===== src/rtl/irqc_pkg.sv =====
package irqc_pkg;
   localparam int REG_W        = 32;
   localparam int EV_GPINT     = 26;
   localparam int EV_GPIO_BASE = 27;
   localparam int EV_GPERR     = 29;
   localparam int EV_HPERR     = 30;
   localparam int MASK_MASTER  = 31;
   localparam int CFG_SEL_BASE = 8;

   typedef enum logic [2:0] {
      A_EV_SET  = 3'd0,
      A_EV_CLR  = 3'd1,
      A_MK_SET  = 3'd2,
      A_MK_CLR  = 3'd3,
      A_ERR_REP = 3'd4,
      A_GPIO_CF = 3'd5
   } reg_addr_e;

   typedef enum logic [1:0] {
      GT_RISE = 2'b00,
      GT_FALL = 2'b01,
      GT_BOTH = 2'b10,
      GT_OFF  = 2'b11
   } gpio_type_e;
endpackage


===== src/rtl/irqc_sync.sv =====
module irqc_sync #(
   parameter int W      = 1,
   parameter int STAGES = 2
)(
   input  logic         clk,
   input  logic         rst_n,
   input  logic [W-1:0] d,
   output logic [W-1:0] q
);
   logic [W-1:0] st [STAGES];

   generate
      for (genvar s = 0; s < STAGES; s++) begin : g_stage
         if (s == 0) begin : g_first
            always_ff @(posedge clk or negedge rst_n)
               if (!rst_n) st[0] <= '0;
               else        st[0] <= d;
         end else begin : g_next
            always_ff @(posedge clk or negedge rst_n)
               if (!rst_n) st[s] <= '0;
               else        st[s] <= st[s-1];
         end
      end
   endgenerate

   assign q = st[STAGES-1];
endmodule


===== src/rtl/irqc_edge.sv =====
module irqc_edge
   import irqc_pkg::*;
#(
   parameter int STAGES = 2
)(
   input  logic       clk,
   input  logic       rst_n,
   input  logic       pin,
   input  logic       sel,
   input  logic [1:0] gtype,
   output logic       pulse
);
   logic pin_s, pin_prev, rise, fall, hit;

   irqc_sync #(.W(1), .STAGES(STAGES)) u_sync (
      .clk(clk), .rst_n(rst_n), .d(pin), .q(pin_s)
   );

   always_ff @(posedge clk or negedge rst_n)
      if (!rst_n) pin_prev <= 1'b0;
      else        pin_prev <= pin_s;

   assign rise = pin_s & ~pin_prev;
   assign fall = ~pin_s & pin_prev;

   always_comb begin
      unique case (gpio_type_e'(gtype))
         GT_RISE: hit = rise;
         GT_FALL: hit = fall;
         GT_BOTH: hit = rise | fall;
         default: hit = 1'b0;
      endcase
   end

   assign pulse = sel & hit;
endmodule


===== src/rtl/irqc_errresp.sv =====
module irqc_errresp (
   input  logic err,
   input  logic posted,
   input  logic emask,
   input  logic serr_en,
   output logic abort,
   output logic zero,
   output logic serr
);
   always_comb begin
      abort = err & ~posted & ~emask;
      zero  = err & ~posted & emask;
      serr  = err & posted & ~emask & serr_en;
   end
endmodule


===== src/rtl/irq_event_ctrl.sv =====
module irq_event_ctrl
   import irqc_pkg::*;
#(
   parameter int NUM_HP      = 4,
   parameter int NUM_GPIO    = 2,
   parameter int SYNC_STAGES = 2
)(
   input  logic                clk,
   input  logic                rst_n,
   input  logic                reg_wr,
   input  logic [2:0]          reg_addr,
   input  logic [31:0]         reg_wdata,
   output logic [31:0]         reg_rdata,
   input  logic [NUM_HP-1:0]   hp_irq,
   input  logic                gp_irq,
   input  logic [NUM_GPIO-1:0] gpio_in,
   input  logic [NUM_HP-1:0]   hp_err,
   input  logic                hp_posted,
   input  logic                gp_err,
   input  logic                gp_posted,
   input  logic                sys_err_en,
   output logic                irq_out,
   output logic                resp_abort,
   output logic                resp_zero,
   output logic                resp_serr
);
   localparam int NSRC = 2;

   function automatic logic [REG_W-1:0] ev_rw_bits();
      logic [REG_W-1:0] m = '0;
      for (int i = 0; i < NUM_HP; i++)   m[i] = 1'b1;
      m[EV_GPINT] = 1'b1;
      for (int g = 0; g < NUM_GPIO; g++) m[EV_GPIO_BASE+g] = 1'b1;
      m[EV_GPERR] = 1'b1;
      return m;
   endfunction

   function automatic logic [REG_W-1:0] cfg_bits(input bit types_only);
      logic [REG_W-1:0] m = '0;
      for (int g = 0; g < NUM_GPIO; g++) begin
         m[2*g +: 2] = 2'b11;
         if (!types_only) m[CFG_SEL_BASE+g] = 1'b1;
      end
      return m;
   endfunction

   localparam logic [REG_W-1:0] EV_RW   = ev_rw_bits();
   localparam logic [REG_W-1:0] CFG_MSK = cfg_bits(1'b0);
   localparam logic [REG_W-1:0] CFG_RST = cfg_bits(1'b1);

   generate
      if (NUM_HP < 1 || NUM_HP > 4) begin : g_bad_hp
         $error("NUM_HP must be 1..4");
      end
      if (NUM_GPIO < 1 || NUM_GPIO > 2) begin : g_bad_gpio
         $error("NUM_GPIO must be 1..2");
      end
      if (SYNC_STAGES < 2) begin : g_bad_sync
         $error("SYNC_STAGES must be at least 2");
      end
   endgenerate

   logic [REG_W-1:0]  ev_q, mask_q, cfg_q, hw_v, ev_view;
   logic [NUM_HP-1:0] rep_q;
   logic [NUM_GPIO-1:0] gpio_pulse;

   // GPIO edge detectors, one per pin
   generate
      for (genvar g = 0; g < NUM_GPIO; g++) begin : g_gpio
         irqc_edge #(.STAGES(SYNC_STAGES)) u_edge (
            .clk(clk), .rst_n(rst_n), .pin(gpio_in[g]),
            .sel(cfg_q[CFG_SEL_BASE+g]), .gtype(cfg_q[2*g +: 2]),
            .pulse(gpio_pulse[g])
         );
      end
   endgenerate

   always_comb begin
      hw_v = '0;
      hw_v[NUM_HP-1:0]                 = hp_irq;
      hw_v[EV_GPINT]                   = gp_irq;
      hw_v[EV_GPIO_BASE +: NUM_GPIO]   = gpio_pulse;
      hw_v[EV_GPERR]                   = gp_err;
   end

   logic wr_ev_set, wr_ev_clr, wr_mk_set, wr_mk_clr, wr_rep, wr_cfg;
   assign wr_ev_set = reg_wr && reg_addr == A_EV_SET;
   assign wr_ev_clr = reg_wr && reg_addr == A_EV_CLR;
   assign wr_mk_set = reg_wr && reg_addr == A_MK_SET;
   assign wr_mk_clr = reg_wr && reg_addr == A_MK_CLR;
   assign wr_rep    = reg_wr && reg_addr == A_ERR_REP;
   assign wr_cfg    = reg_wr && reg_addr == A_GPIO_CF;

   logic [REG_W-1:0]  ev_set_v, ev_clr_v, mk_set_v, mk_clr_v;
   logic [NUM_HP-1:0] rep_clr_v;
   assign ev_set_v  = wr_ev_set ? reg_wdata : '0;
   assign ev_clr_v  = wr_ev_clr ? reg_wdata : '0;
   assign mk_set_v  = wr_mk_set ? reg_wdata : '0;
   assign mk_clr_v  = wr_mk_clr ? reg_wdata : '0;
   assign rep_clr_v = wr_rep ? reg_wdata[NUM_HP-1:0] : '0;

   // Clear first, then set and hardware events, so an event is never lost
   always_ff @(posedge clk or negedge rst_n) begin
      if (!rst_n) begin
         ev_q   <= '0;
         mask_q <= '0;
         rep_q  <= '0;
         cfg_q  <= CFG_RST;
      end else begin
         ev_q   <= ((ev_q & ~ev_clr_v) | ev_set_v | hw_v) & EV_RW;
         mask_q <= (mask_q & ~mk_clr_v) | mk_set_v;
         rep_q  <= (rep_q & ~rep_clr_v) | hp_err;
         if (wr_cfg) cfg_q <= reg_wdata & CFG_MSK;
      end
   end

   always_comb begin
      ev_view = ev_q;
      ev_view[EV_HPERR] = |rep_q;
   end

   logic irq_d;
   assign irq_d = mask_q[MASK_MASTER] & (|(ev_view[30:0] & mask_q[30:0]));

   always_ff @(posedge clk or negedge rst_n)
      if (!rst_n) irq_out <= 1'b0;
      else        irq_out <= irq_d;

   always_comb begin
      unique case (reg_addr)
         A_EV_SET, A_EV_CLR: reg_rdata = ev_view;
         A_MK_SET, A_MK_CLR: reg_rdata = mask_q;
         A_ERR_REP:          reg_rdata = {{(REG_W-NUM_HP){1'b0}}, rep_q};
         A_GPIO_CF:          reg_rdata = cfg_q;
         default:            reg_rdata = '0;
      endcase
   end

   // Error response per source: index 0 general-purpose bus, 1 host port
   logic [NSRC-1:0] src_err, src_posted, src_emask, src_abort, src_zero, src_serr;
   assign src_err    = {|hp_err, gp_err};
   assign src_posted = {hp_posted, gp_posted};
   assign src_emask  = {mask_q[EV_HPERR], mask_q[EV_GPERR]};

   generate
      for (genvar s = 0; s < NSRC; s++) begin : g_resp
         irqc_errresp u_resp (
            .err(src_err[s]), .posted(src_posted[s]), .emask(src_emask[s]),
            .serr_en(sys_err_en), .abort(src_abort[s]), .zero(src_zero[s]),
            .serr(src_serr[s])
         );
      end
   endgenerate

   assign resp_abort = |src_abort;
   assign resp_zero  = |src_zero;
   assign resp_serr  = |src_serr;
endmodule


===== config.mk =====
export PLATFORM = sky130hd
export DESIGN_NAME = irq_event_ctrl
export DESIGN_NICKNAME = d
export VERILOG_FILES = /design/src/rtl/irqc_pkg.sv /design/src/rtl/irqc_sync.sv /design/src/rtl/irqc_edge.sv /design/src/rtl/irqc_errresp.sv /design/src/rtl/irq_event_ctrl.sv
export SDC_FILE = /design/constraint.sdc
export NUM_CORES = 1
export LEC_CHECK = 0
export ABC_AREA = 1
export BUFFER_PORTS_ARGS = -buffer_cell sky130_fd_sc_hd__clkbuf_2
export CAP_MARGIN = 20
export CORE_ASPECT_RATIO = 1.1
export CORE_MARGIN = 8
export CORE_UTILIZATION = 35
export DETAILED_ROUTE_END_ITERATION = 8
export RECOVER_POWER = 25
export SLEW_MARGIN = 20
export SYNTH_ARGS = -nofsm -noshare
export SYNTH_HDL_FRONTEND = slang
export SYNTH_SLANG_ARGS = --single-unit
export TNS_END_PERCENT = 30

===== constraint.sdc =====
create_clock -name clk -period 1.4 [get_ports clk]
set_input_delay 0.07 -clock clk [delete_from_list [all_inputs] [get_ports clk]]
set_output_delay 0.07 -clock clk [all_outputs]
set_load 0.03 [all_outputs]

==> impl_results.md, run 1 <==
- Number of enable flip-flop cells after synthesis: 0
- Initial DRC count: 83
- Post-Route Utilization: 51.53%
- Deepest clock path buffer count: 2
- Count leader, synth: nand2_1
- Leakage power: 2.157 nW
- Core area: 0.007955 sq mm
- Total chip power: 4.762 mW
- Yosys reg bits: 57
- GRT Total Usage: 15.18%
- Yosys warns: 0
- Cell area after synthesis: 0.002875 sq mm
- Area delta synth->final: 42.56%
- Worst Tran Pin Value: 0.9615 ns
- Slew Viols, Final: 0
- Port Buffers: 88
- Worst skew pair latency: 0.34 ns
- Ranking of synthesized cells by area: dfrtp_1, nand2_1, inv_1
- DR vias/cell: 4.561
- Pre-CTS setup slack: 0.1448 ns
- Avg Synthesized Cell Area: 7.750 sq um
- Height of the chip: 111.1 um
- Final Hold Vio Count: 0
- Largest net degree at the start of global routing: 33
- Post-Syn Instances: 371
- Die X: 102.4 um
- Max stage delay on crit path: 0.52 ns
- Peak VDD IR: 632.7 uV
- WL/cell: 12.97 um
- Hold Crit Class: primary input to register
- Asr flop ratio synth: 100.0%
- Antenna Nets Post-Route: 0
- Dpl cells: 564
- Power per cell area: 1162 mW/mm^2
- Worst reg2reg setup slack: 0.14 ns
- Worst-path cell chain: dlygate4sd3_1, clkbuf_2, inv_1, nand4_1, nand2_1, o21ai_0, buf_2
- Finished Layout Cells: 626
- Sequential cell area fraction in the yosys report: 49.78%
- Vias in the first global route: 2,901
- WL final: 8122 um
- Startpoint types: primary input
- Tmin final: 1.346 ns
- Worst-path maximum fanout: 2
- Synth area leader: dfrtp_1
- Worst setup EP type: output port
- Distinct cells, synth: 21
- Root buffer cell: clkbuf_8
- Initial antenna violation count: 0
- DR DRC count: 0
- Half-perimeter wire length after placement: 5877 um
- CP Data Required Time: 1.33 ns
- Syn nets: 428
- CTS buffer count: 9
- Clk_skew: 0.005767 ns
- Ant diodes: 0
- Most used DFF post-synth: dfrtp_1
- Crit Path Category: primary input to output port
- Clk slew on worst S/H paths: 0.06 ns
- RSZ-0062 raised after global routing: yes
- Worst setup margin: 0.05402 ns
- Arrival time at the worst endpoint: 1.28 ns
- H-tree Lvls: 3
- Slew headroom: 35.90%
- First-pass DRT Iterations: 4
- Yosys top cell area share: 46.13%
- F_max: 0.7430 GHz
- CTS tree: built
- Placer Congestion: 0.8118
- Final nets: 570
- Row count: 34
- Via total after detailed routing: 2,855
- Status: finished clean
- Final setup viols: 0
- Post-synth top cells: nand2_1, inv_1, dfrtp_1
- Final instance area: 0.004099 sq mm
- CTS sink count: 57
- Share of cells above drive strength 1: 23.55%
- # IOs: 89
- GRT overflow: 0
- Period utilization: 96.14%
- Post-DP Area: 0.003458 sq mm
- Initial Util: 36.14%
- First-pass GRT wire length: 13,670 um
- Slowest stage cell, crit path: dlygate4sd3_1
- Max_cap viols: 0
- Full die area: 0.01137 sq mm
placed cells by master (no fill, tap or decap):
master | synthesis | layout
dfstp_2 | 4 | 4
nand3_1 | 6 | 6
dfrtp_1 | 53 | 53
inv_2 | 2 | 2
a22o_1 | 3 | 3
clkinv_2 | 0 | 3
bufinv_16 | 0 | 1
nand3b_1 | 7 | 7
nand4_1 | 7 | 7
buf_2 | 3 | 6
clkbuf_2 | 2 | 79
clkbuf_8 | 0 | 9
buf_12 | 0 | 2
nand2_1 | 80 | 80
o21ai_0 | 41 | 40
nand2_2 | 2 | 2
nand2_4 | 1 | 1
clkbuf_1 | 2 | 3
inv_1 | 73 | 73
buf_4 | 0 | 10
nor2_4 | 1 | 1
dlygate4sd3_1 | 0 | 43
o21bai_1 | 1 | 1
o21ai_1 | 42 | 43
clkinvlp_4 | 0 | 2
ha_1 | 4 | 4
nor2_1 | 33 | 33
state kept, by name, indices dropped and copies added, names as in the netlist:
signal and count:
g_gpio.u_edge.pin_prev 2, mask_q 32, irq_out 1, cfg_q 6, g_gpio.u_edge.u_sync.st 2, rep_q 4, g_gpio.u_edge.u_sync.q 2, ev_q 8
through the flow:
stage,setup TNS (ns),hold WS [ns]
detailed placement,0,0.03671
global route,-0.01857,0.008709
CTS,0,0.0009054
finish,0,0.009199
global placement,0,0.03004
floorplan,0,-0.2256
power breakdown:
group	total, mW	switching [mW]	leakage [nW]	internal [mW]
logic	1.15	0.697	1.42	0.454
registers	2.12	0.183	0.641	1.94
clock network	1.49	0.676	0.0920	0.811
critical path: cells and delay by family:
kind	cells	cell delay, ns
AND/OR/NAND/NOR	2	0.18
AO/OA/AOI/OAI	1	0.14
buffers and inverters	4	0.87
what timing repair did:
action                     in CTS  in global routing
hold buffers                   43                  0
hold endpoints to repair       53                  0
setup endpoints to repair       0                  8
buffers inserted                0                  3
resized for setup               0                 10
final cells by class:
type / count / area [sq um]
Clock inverter: 6 / 60.06
Tap cell: 108 / 135.1
Multi-Input combinational cell: 228 / 1085
Clock buffer: 10 / 127.6
Sequential cell: 57 / 1431
Timing Repair Buffer: 142 / 978.4
Inverter: 75 / 281.5
Fill cell: 775 / 3856
layer usage:
metal | up-vias | wire length (um) | track usage, %
met1 | 1309 | 3660 | 18.56
met2 | 93 | 3707 | 24.11
li1 | 1440 | - | -
met5 | - | 0 | 0
met3 | 13 | 611 | 4.585
met4 | 0 | 143 | 5.882
path summary, 6_finish.rpt:
kind	startpoint	endpoint	cells past startpoint
max in group asynchronous	rst_n	cfg_q[0]	3
max reg2reg	ev_q[1]	ev_q[1]	3
max	hp_err[0]	resp_zero	7
min	reg_wdata[27]	mask_q[27]	3
min in group asynchronous	rst_n	mask_q[11]	2
min reg2reg	g_gpio[1].u_edge.u_sync.st[1]	g_gpio[1].u_edge.u_sync.q	0
cells by family (layout without fill, tap and decap cells):
family	after synthesis	count (layout)	share of synthesized area (%)
buffers and inverters	86	233	12.49
adder cells (fa/ha/maj)	4	4	1.741
AND/OR/NAND/NOR	137	137	20.37
AO/OA/AOI/OAI	87	87	15.62
flip-flops	57	57	49.78
(Power assumes the default switching activity.)
==> run 2, diff against run 1 <==
ABC_AREA = default   (was 1)
==> run 2 against run 1 <==
  * The flow now finishes with violations (setup timing)
  * Via count decreased by 11%
  * Total power shrank 1.9%
  * Die area increased by 3.3%
  * Combinational power is 6% higher
  * Largest power group unchanged
  * Synthesized area is 3.9% higher
  * Register-to-register slack worse by 0.11 ns
==> impl_results.md, run 2 <==
- Via total after detailed routing: 2,545 (-11%)
- First-pass GRT wire length: 13,460 um (-1.6%)
- Slew headroom: 46.52% (+11 points)
- Root buffer cell: clkbuf_8
- Port Buffers: 88 (unchanged)
- Yosys top cell area share: 44.39% (-1.7 points)
- Asr flop ratio synth: 100.0% (unchanged)
- Half-perimeter wire length after placement: 5652 um (-3.8%)
- Failing checks: setup timing
- Avg Synthesized Cell Area: 10.13 sq um (+31%)
- CTS buffer count: 9 (unchanged)
- Post-synthesis mux area share: 16.33% (+16 points)
- Yosys warns: 0 (unchanged)
- Post-Route Utilization: 50.48% (-1.0 points)
- CTS tree: built
- R2r worst-path depth: 5 (+2)
- Top reg by flops: mask_q
- Worst setup path endpoint: reg_rdata[30]
- Final nets: 492 (-14%)
- Die X: 104.1 um (+1.6%)
- Core area: 0.008320 sq mm (+4.6%)
- CTS sink count: 57 (unchanged)
- Sequential cell area fraction in the yosys report: 47.91% (-1.9 points)
- Final instance area: 0.004200 sq mm (+2.5%)
- Syn nets: 352 (-18%)
- GRT overflow: 0 (unchanged)
- Deepest clock path buffer count: 2 (unchanged)
- Worst setup EP type: output port
- First-pass DRT Iterations: 4 (unchanged)
- Number of enable flip-flop cells after synthesis: 0 (unchanged)
- Worst setup path startpoint: rep_q[0]
- Worst reg2reg setup slack: 0.03 ns (-0.11 ns)
- Slew Viols, Final: 0 (unchanged)
- Antenna Nets Post-Route: 0 (unchanged)
- Period utilization: 108.0% (+12 points)
- RSZ-0062 raised after global routing: yes
- Worst setup margin: -0.1118 ns (-0.1658 ns)
- R2r endpoint: ev_q[28]
- Largest net degree at the start of global routing: 58 (+76%)
- Synth area leader: dfrtp_1
- Regs by FF count: mask_q x32, ev_q x8, cfg_q x6
- Hold Crit Class: primary input to register
- Yosys reg bits: 57 (unchanged)
- Clk_skew: 0.007923 ns (+0.002156 ns)
- F_max: 0.6615 GHz (-11%)
- Crit Path Category: register to output port
- Leakage power: 2.218 nW (+2.9%)
- H-tree Lvls: 3 (unchanged)
- Worst hold slack: 0.02847 ns (+0.01927 ns)
- CP Data Required Time: 1.33 ns (about the same)
- Full die area: 0.01175 sq mm (+3.3%)
- Most used DFF post-synth: dfrtp_1
- Max reg flops: 32 (unchanged)
- Ant diodes: 0 (unchanged)
- Area delta synth->final: 40.58%
- Peak VDD IR: 547.3 uV (-13%)
- Worst skew pair latency: 0.33 ns (about the same)
- Synth Area in XOR/XNOR: 0% (unchanged)
- Status: finished with violations
- Tmin final: 1.512 ns (+0.1658 ns)
- Commonest non-fill, non-tap cells in the layout: clkbuf_2, dfrtp_1, nand2_1
- Final setup viols: 6 (+6)
- Compound-Gate Fraction of Synth Area: 8.626% (-7.0 points)
- Clk slew on worst S/H paths: 0.07 ns (about the same)
- DR DRC count: 0 (unchanged)
- Final Hold Vio Count: 0 (unchanged)
- Placer Congestion: 0.7860 (-3.2%)
- # IOs: 89 (unchanged)
- Most common cell after layout, fill and taps aside: clkbuf_2
- Share of cells above drive strength 1: 33.18% (+9.6 points)
- Power per cell area: 1113 mW/mm^2 (-4.2%)
- Pre-CTS setup slack: 0.03597 ns (-0.1088 ns)
- WL/cell: 14.73 um (+14%)
- Post-DP Area: 0.003563 sq mm (+3.0%)
- Height of the chip: 112.9 um (+1.7%)
- GRT Total Usage: 14.18% (-1.0 points)
- Row count: 35 (+2.9%)
- Count leader, synth: dfrtp_1
- Max_cap viols: 0 (unchanged)
- Ranking of synthesized cells by area: dfrtp_1, mux2i_1, nand2_1
- Worst-path maximum fanout: 3 (+1)
- Post-synth top cells: dfrtp_1, nand2_1, mux2i_1
- Distinct cells, synth: 33 (+57%)
- Cell area after synthesis: 0.002988 sq mm (+3.9%)
- Hold path depth: 2 (-1)
- Largest family of logic cells by synthesized area: simple AND/OR/NAND/NOR gates
- Adder-Cell Fraction of Synth Area: 1.675% (-0.066 points)
- Initial DRC count: 95 (+14%)
- Worst Tran Pin Value: 0.8021 ns (-0.1594 ns)
- Startpoint types: register
- Simple-gate share of the synthesized area: 16.62% (-3.7 points)
- DR vias/cell: 4.619 (+1.3%)
- WL final: 8116 um (about the same)
- Initial Util: 35.91% (-0.23 points)
- Total chip power: 4.674 mW (-1.9%)
- Arrival time at the worst endpoint: 1.44 ns (+0.16 ns)
- Initial antenna violation count: 0 (unchanged)
- Post-Syn Instances: 295 (-20%)
- Vias in the first global route: 2,744 (-5.4%)
- R2r startpoint: g_gpio[1].u_edge.u_sync.q
-- run 2: cell types whose count changed after synthesis, moves of 22 or more --
cell     previous run  this run
inv_1              73        38
o21ai_1            42         0
o21ai_0            41        12
and2_1              0        22
nor2_1             33         7
nand2_1            80        44
mux2i_1             0        42
-- run 2: what timing repair did --
item | CTS | global route
endpoints found under the hold margin | 94 | 0
resized for setup | 18 | 8
pin swaps | 6 | 5
endpoints found under the setup margin | 8 | 9
setup buffers | 3 | 1
hold buffers | 40 | 0
-- run 2: worst min-delay path by stage --
stage	start	to	slack, ns
detailed placement	rst_n	mask_q[10]	0.11
global route	reg_wdata[28]	ev_q[28]	0.03
floorplan	rst_n	cfg_q[8]	-0.23
global placement	rst_n	mask_q[10]	0.11
finish	reg_wdata[28]	ev_q[28]	0.03
CTS	reg_wdata[28]	ev_q[28]	0.001
-- run 2: cell type report --
type                    count  area, sq um
clock buffers              12        145.1
clock inverters             4        20.02
fillers                   800         4120
inverters                  38        142.6
multi-input cells         183         1306
flip-flops and latches     57         1433
well taps                 111        138.9
repair buffers            146         1015
-- run 2: power by group --
group,internal [mW],leakage [nW],total (mW),switching (mW)
combinational,0.555,1.51,1.22,0.668
clock,0.679,0.0899,1.33,0.653
sequential,1.95,0.617,2.12,0.172
-- run 2: kinds of logic after synthesis --
logic type      Yosys count
simple gates             96
mux                      48
compound gates           35
buf+inv                  55
flops                    57
fa+ha+maj                 4
-- run 2: metrics by stage --
stage | TNS, ns | std cells
finish | -0.4405 | 551
global route | -1.155 | 551
CTS | -0.7089 | 550
detailed placement | 0 | 491
global placement | 0 | 491
floorplan | -0.1984 | 295
-- run 2: metal layers --
| layer | global-route usage [%] | routed length (um) | share of wire (%) | vias to the layer above |
|---|---|---|---|---|
| met2 | 23.20 | 3853 | 47 | 83 |
| met1 | 16.79 | 3664 | 45 | 1197 |
| met3 | 3.866 | 451 | 5.6 | 13 |
| li1 | - | - | - | 1252 |
| met4 | 7.150 | 146 | 1.8 | 0 |
| met5 | 0 | 0 | 0 | - |
-- run 2: worst max-delay path, stage by stage (launching register included) --
cell and delay (ns):
dfrtp_1 0.41, nor4_2 0.30, nor2_1 0.06, a21oi_1 0.11
nor2_1 0.06, buf_4 0.16
==> run 3, diff against run 2 <==
GPL_TIMING_DRIVEN = 0   (was default)
==> run 3 against run 2 <==
  * The run still ends with setup timing left
  * Register-to-register slack about the same
  * Via count increased by 0.35%
  * Total power increased by 8.2%
  * Clock power increased by 26%
  * Die area unchanged
  * Clock skew decreased by 0.0011 ns
  * Sequential share of layout area decreased by 0.62 points
  * Critical path type unchanged
==> impl_results.md, run 3 (synthesized netlist as in run 2, its figures left out) <==
- Initial Util: 35.91% (unchanged)
- Final Hold Vio Count: 0 (unchanged)
- Antenna Nets Post-Route: 0 (unchanged)
- Ant diodes: 0 (unchanged)
- Peak VDD IR: 561.7 uV (+2.6%)
- Half-perimeter wire length after placement: 5973 um (+5.7%)
- Final nets: 494 (+0.41%)
- Leakage power: 2.247 nW (+1.3%)
- Worst setup margin: -0.1802 ns (-0.06840 ns)
- Die X: 104.1 um (unchanged)
- Full die area: 0.01175 sq mm (unchanged)
- Commonest non-fill, non-tap cells in the layout: clkbuf_2, dfrtp_1, nand2_1
- First-pass DRT Iterations: 4 (unchanged)
- Worst-path cell chain: nor4_4, nor2_1, a21oi_1, nor2_1, clkbuf_8
- Max reg flops: 32 (unchanged)
- Failing checks: setup timing
- Vias in the first global route: 2,754 (+0.36%)
- F_max: 0.6328 GHz (-4.3%)
- CP Data Required Time: 1.33 ns (about the same)
- Initial antenna violation count: 0 (unchanged)
- Clk slew on worst S/H paths: 0.06 ns (about the same)
- Core area: 0.008320 sq mm (unchanged)
- Crit Path Category: register to output port
- Final setup viols: 6 (unchanged)
- Total chip power: 5.056 mW (+8.2%)
- H-tree Lvls: 3 (unchanged)
- Deepest clock path buffer count: 2 (unchanged)
- First-pass GRT wire length: 13,990 um (+4.0%)
- Port Buffers: 86 (-2.3%)
- Worst-path maximum fanout: 3 (unchanged)
- Status: finished with violations
- WL final: 8468 um (+4.3%)
- Arrival time at the worst endpoint: 1.51 ns (+0.07 ns)
- CTS tree: built
- Top reg by flops: mask_q
- Power per cell area: 1182 mW/mm^2 (+6.2%)
- Worst hold slack: 0.03706 ns (+0.008586 ns)
- CTS buffer count: 9 (unchanged)
- Initial DRC count: 92 (-3.2%)
- WL/cell: 15.31 um (+4.0%)
- Area delta synth->final: 43.17%
- DR DRC count: 0 (unchanged)
- Clk_skew: 0.006841 ns (-0.001083 ns)
- Root buffer cell: clkbuf_8
- Row count: 35 (unchanged)
- Height of the chip: 112.9 um (unchanged)
- RSZ-0062 raised after global routing: yes
- Worst skew pair latency: 0.34 ns (about the same)
- DR vias/cell: 4.618 (about the same)
- Period utilization: 112.9% (+4.9 points)
- Worst setup EP type: output port
- Regs by FF count: mask_q x32, ev_q x8, cfg_q x6
- Max_cap viols: 0 (unchanged)
- Most common cell after layout, fill and taps aside: clkbuf_2
- # IOs: 89 (unchanged)
- Worst Tran Pin Value: 0.9409 ns (+0.1387 ns)
- Slew headroom: 37.11% (-9.4 points)
- Tmin final: 1.580 ns (+0.06840 ns)
- GRT Total Usage: 14.87% (+0.70 points)
- CP dominant cell by count: nor2_1
- Slew Viols, Final: 0 (unchanged)
- Via total after detailed routing: 2,554 (+0.35%)
- Share of cells above drive strength 1: 31.90% (-1.3 points)
- Largest net degree at the start of global routing: 37 (-36%)
- Placer Congestion: 0.8115 (+3.2%)
- CTS sink count: 57 (unchanged)
- Max stage delay on crit path: 0.42 ns (about the same)
- Hold Crit Class: primary input to register
- Slowest stage cell, crit path: dfrtp_1
- Startpoint types: register
- GRT overflow: 0 (unchanged)
==> run 3: power breakdown <==
part	total, mW	switching [mW]	internal [mW]
Combinational	1.26	0.688	0.569
Sequential	2.12	0.174	1.95
Clock	1.68	0.687	0.993
==> run 3: what timing repair did <==
item | in CTS | in global routing
gates resized for setup | 24 | 10
hold endpoints to repair | 86 | 0
hold buffers | 40 | 0
buffers inserted | 4 | 0
pin swaps | 4 | 0
setup endpoints to repair | 15 | 11
==> run 3: cell type report <==
class | instances | area [sq um]
clock inverter | 6 | 82.58
fill | 789 | 4043
multi-input combinational | 183 | 1315
clock buffer | 10 | 127.6
buffer | 17 | 123.9
timing repair buffer | 131 | 914.6
sequential | 57 | 1433
inverter | 38 | 142.6
tap | 111 | 138.9
==> run 3: worst paths after layout <==
check / startpoint / to / slack [ns] / depth (start not counted)
setup / recovery: rep_q[0] / reg_rdata[30] / -0.18 / 5
hold / removal: reg_wdata[28] / ev_q[28] / 0.04 / 2
setup reg to reg: g_gpio[1].u_edge.u_sync.q / ev_q[28] / 0.03 / 5
hold reg to reg: g_gpio[1].u_edge.u_sync.st[1] / g_gpio[1].u_edge.u_sync.q / 0.35 / 0
max in group asynchronous: rst_n / mask_q[30] / 0.13 / 3
min in group asynchronous: rst_n / mask_q[6] / 0.26 / 2
==> run 3: stage by stage <==
step | cells | area [sq um] | setup WS (ns) | util, % | setup TNS [ns]
floorplan | 295 | 2988 | -0.07311 | - | -0.1984
global placement | 492 | 3557 | -0.1239 | 42.75 | -1.757
detailed placement | 493 | 3580 | -0.1053 | 43.02 | -0.8670
CTS | 553 | 4280 | -0.1435 | 51.44 | -0.6998
global route | 553 | 4278 | -0.2836 | 51.41 | -2.309
finish | 553 | 4278 | -0.1802 | 51.41 | -0.5805
==> run 3: worst max-delay path, delay by kind of cell (launching register included) <==
kind	cells	cell delay, ns
and+or+nand+nor	3	0.44
DFF	1	0.42
buffers and inverters	1	0.17
AOI/OAI and AO/OA	1	0.14
==> run 3: routing by layer <==
metal | GRT usage [%] | routed length (um) | share of wire [%]
met4 | 6.957 | 158 | 1.9
met1 | 17.40 | 3850 | 45
met3 | 4.775 | 558 | 6.6
met2 | 24.32 | 3901 | 46
met5 | 0 | 0 | 0
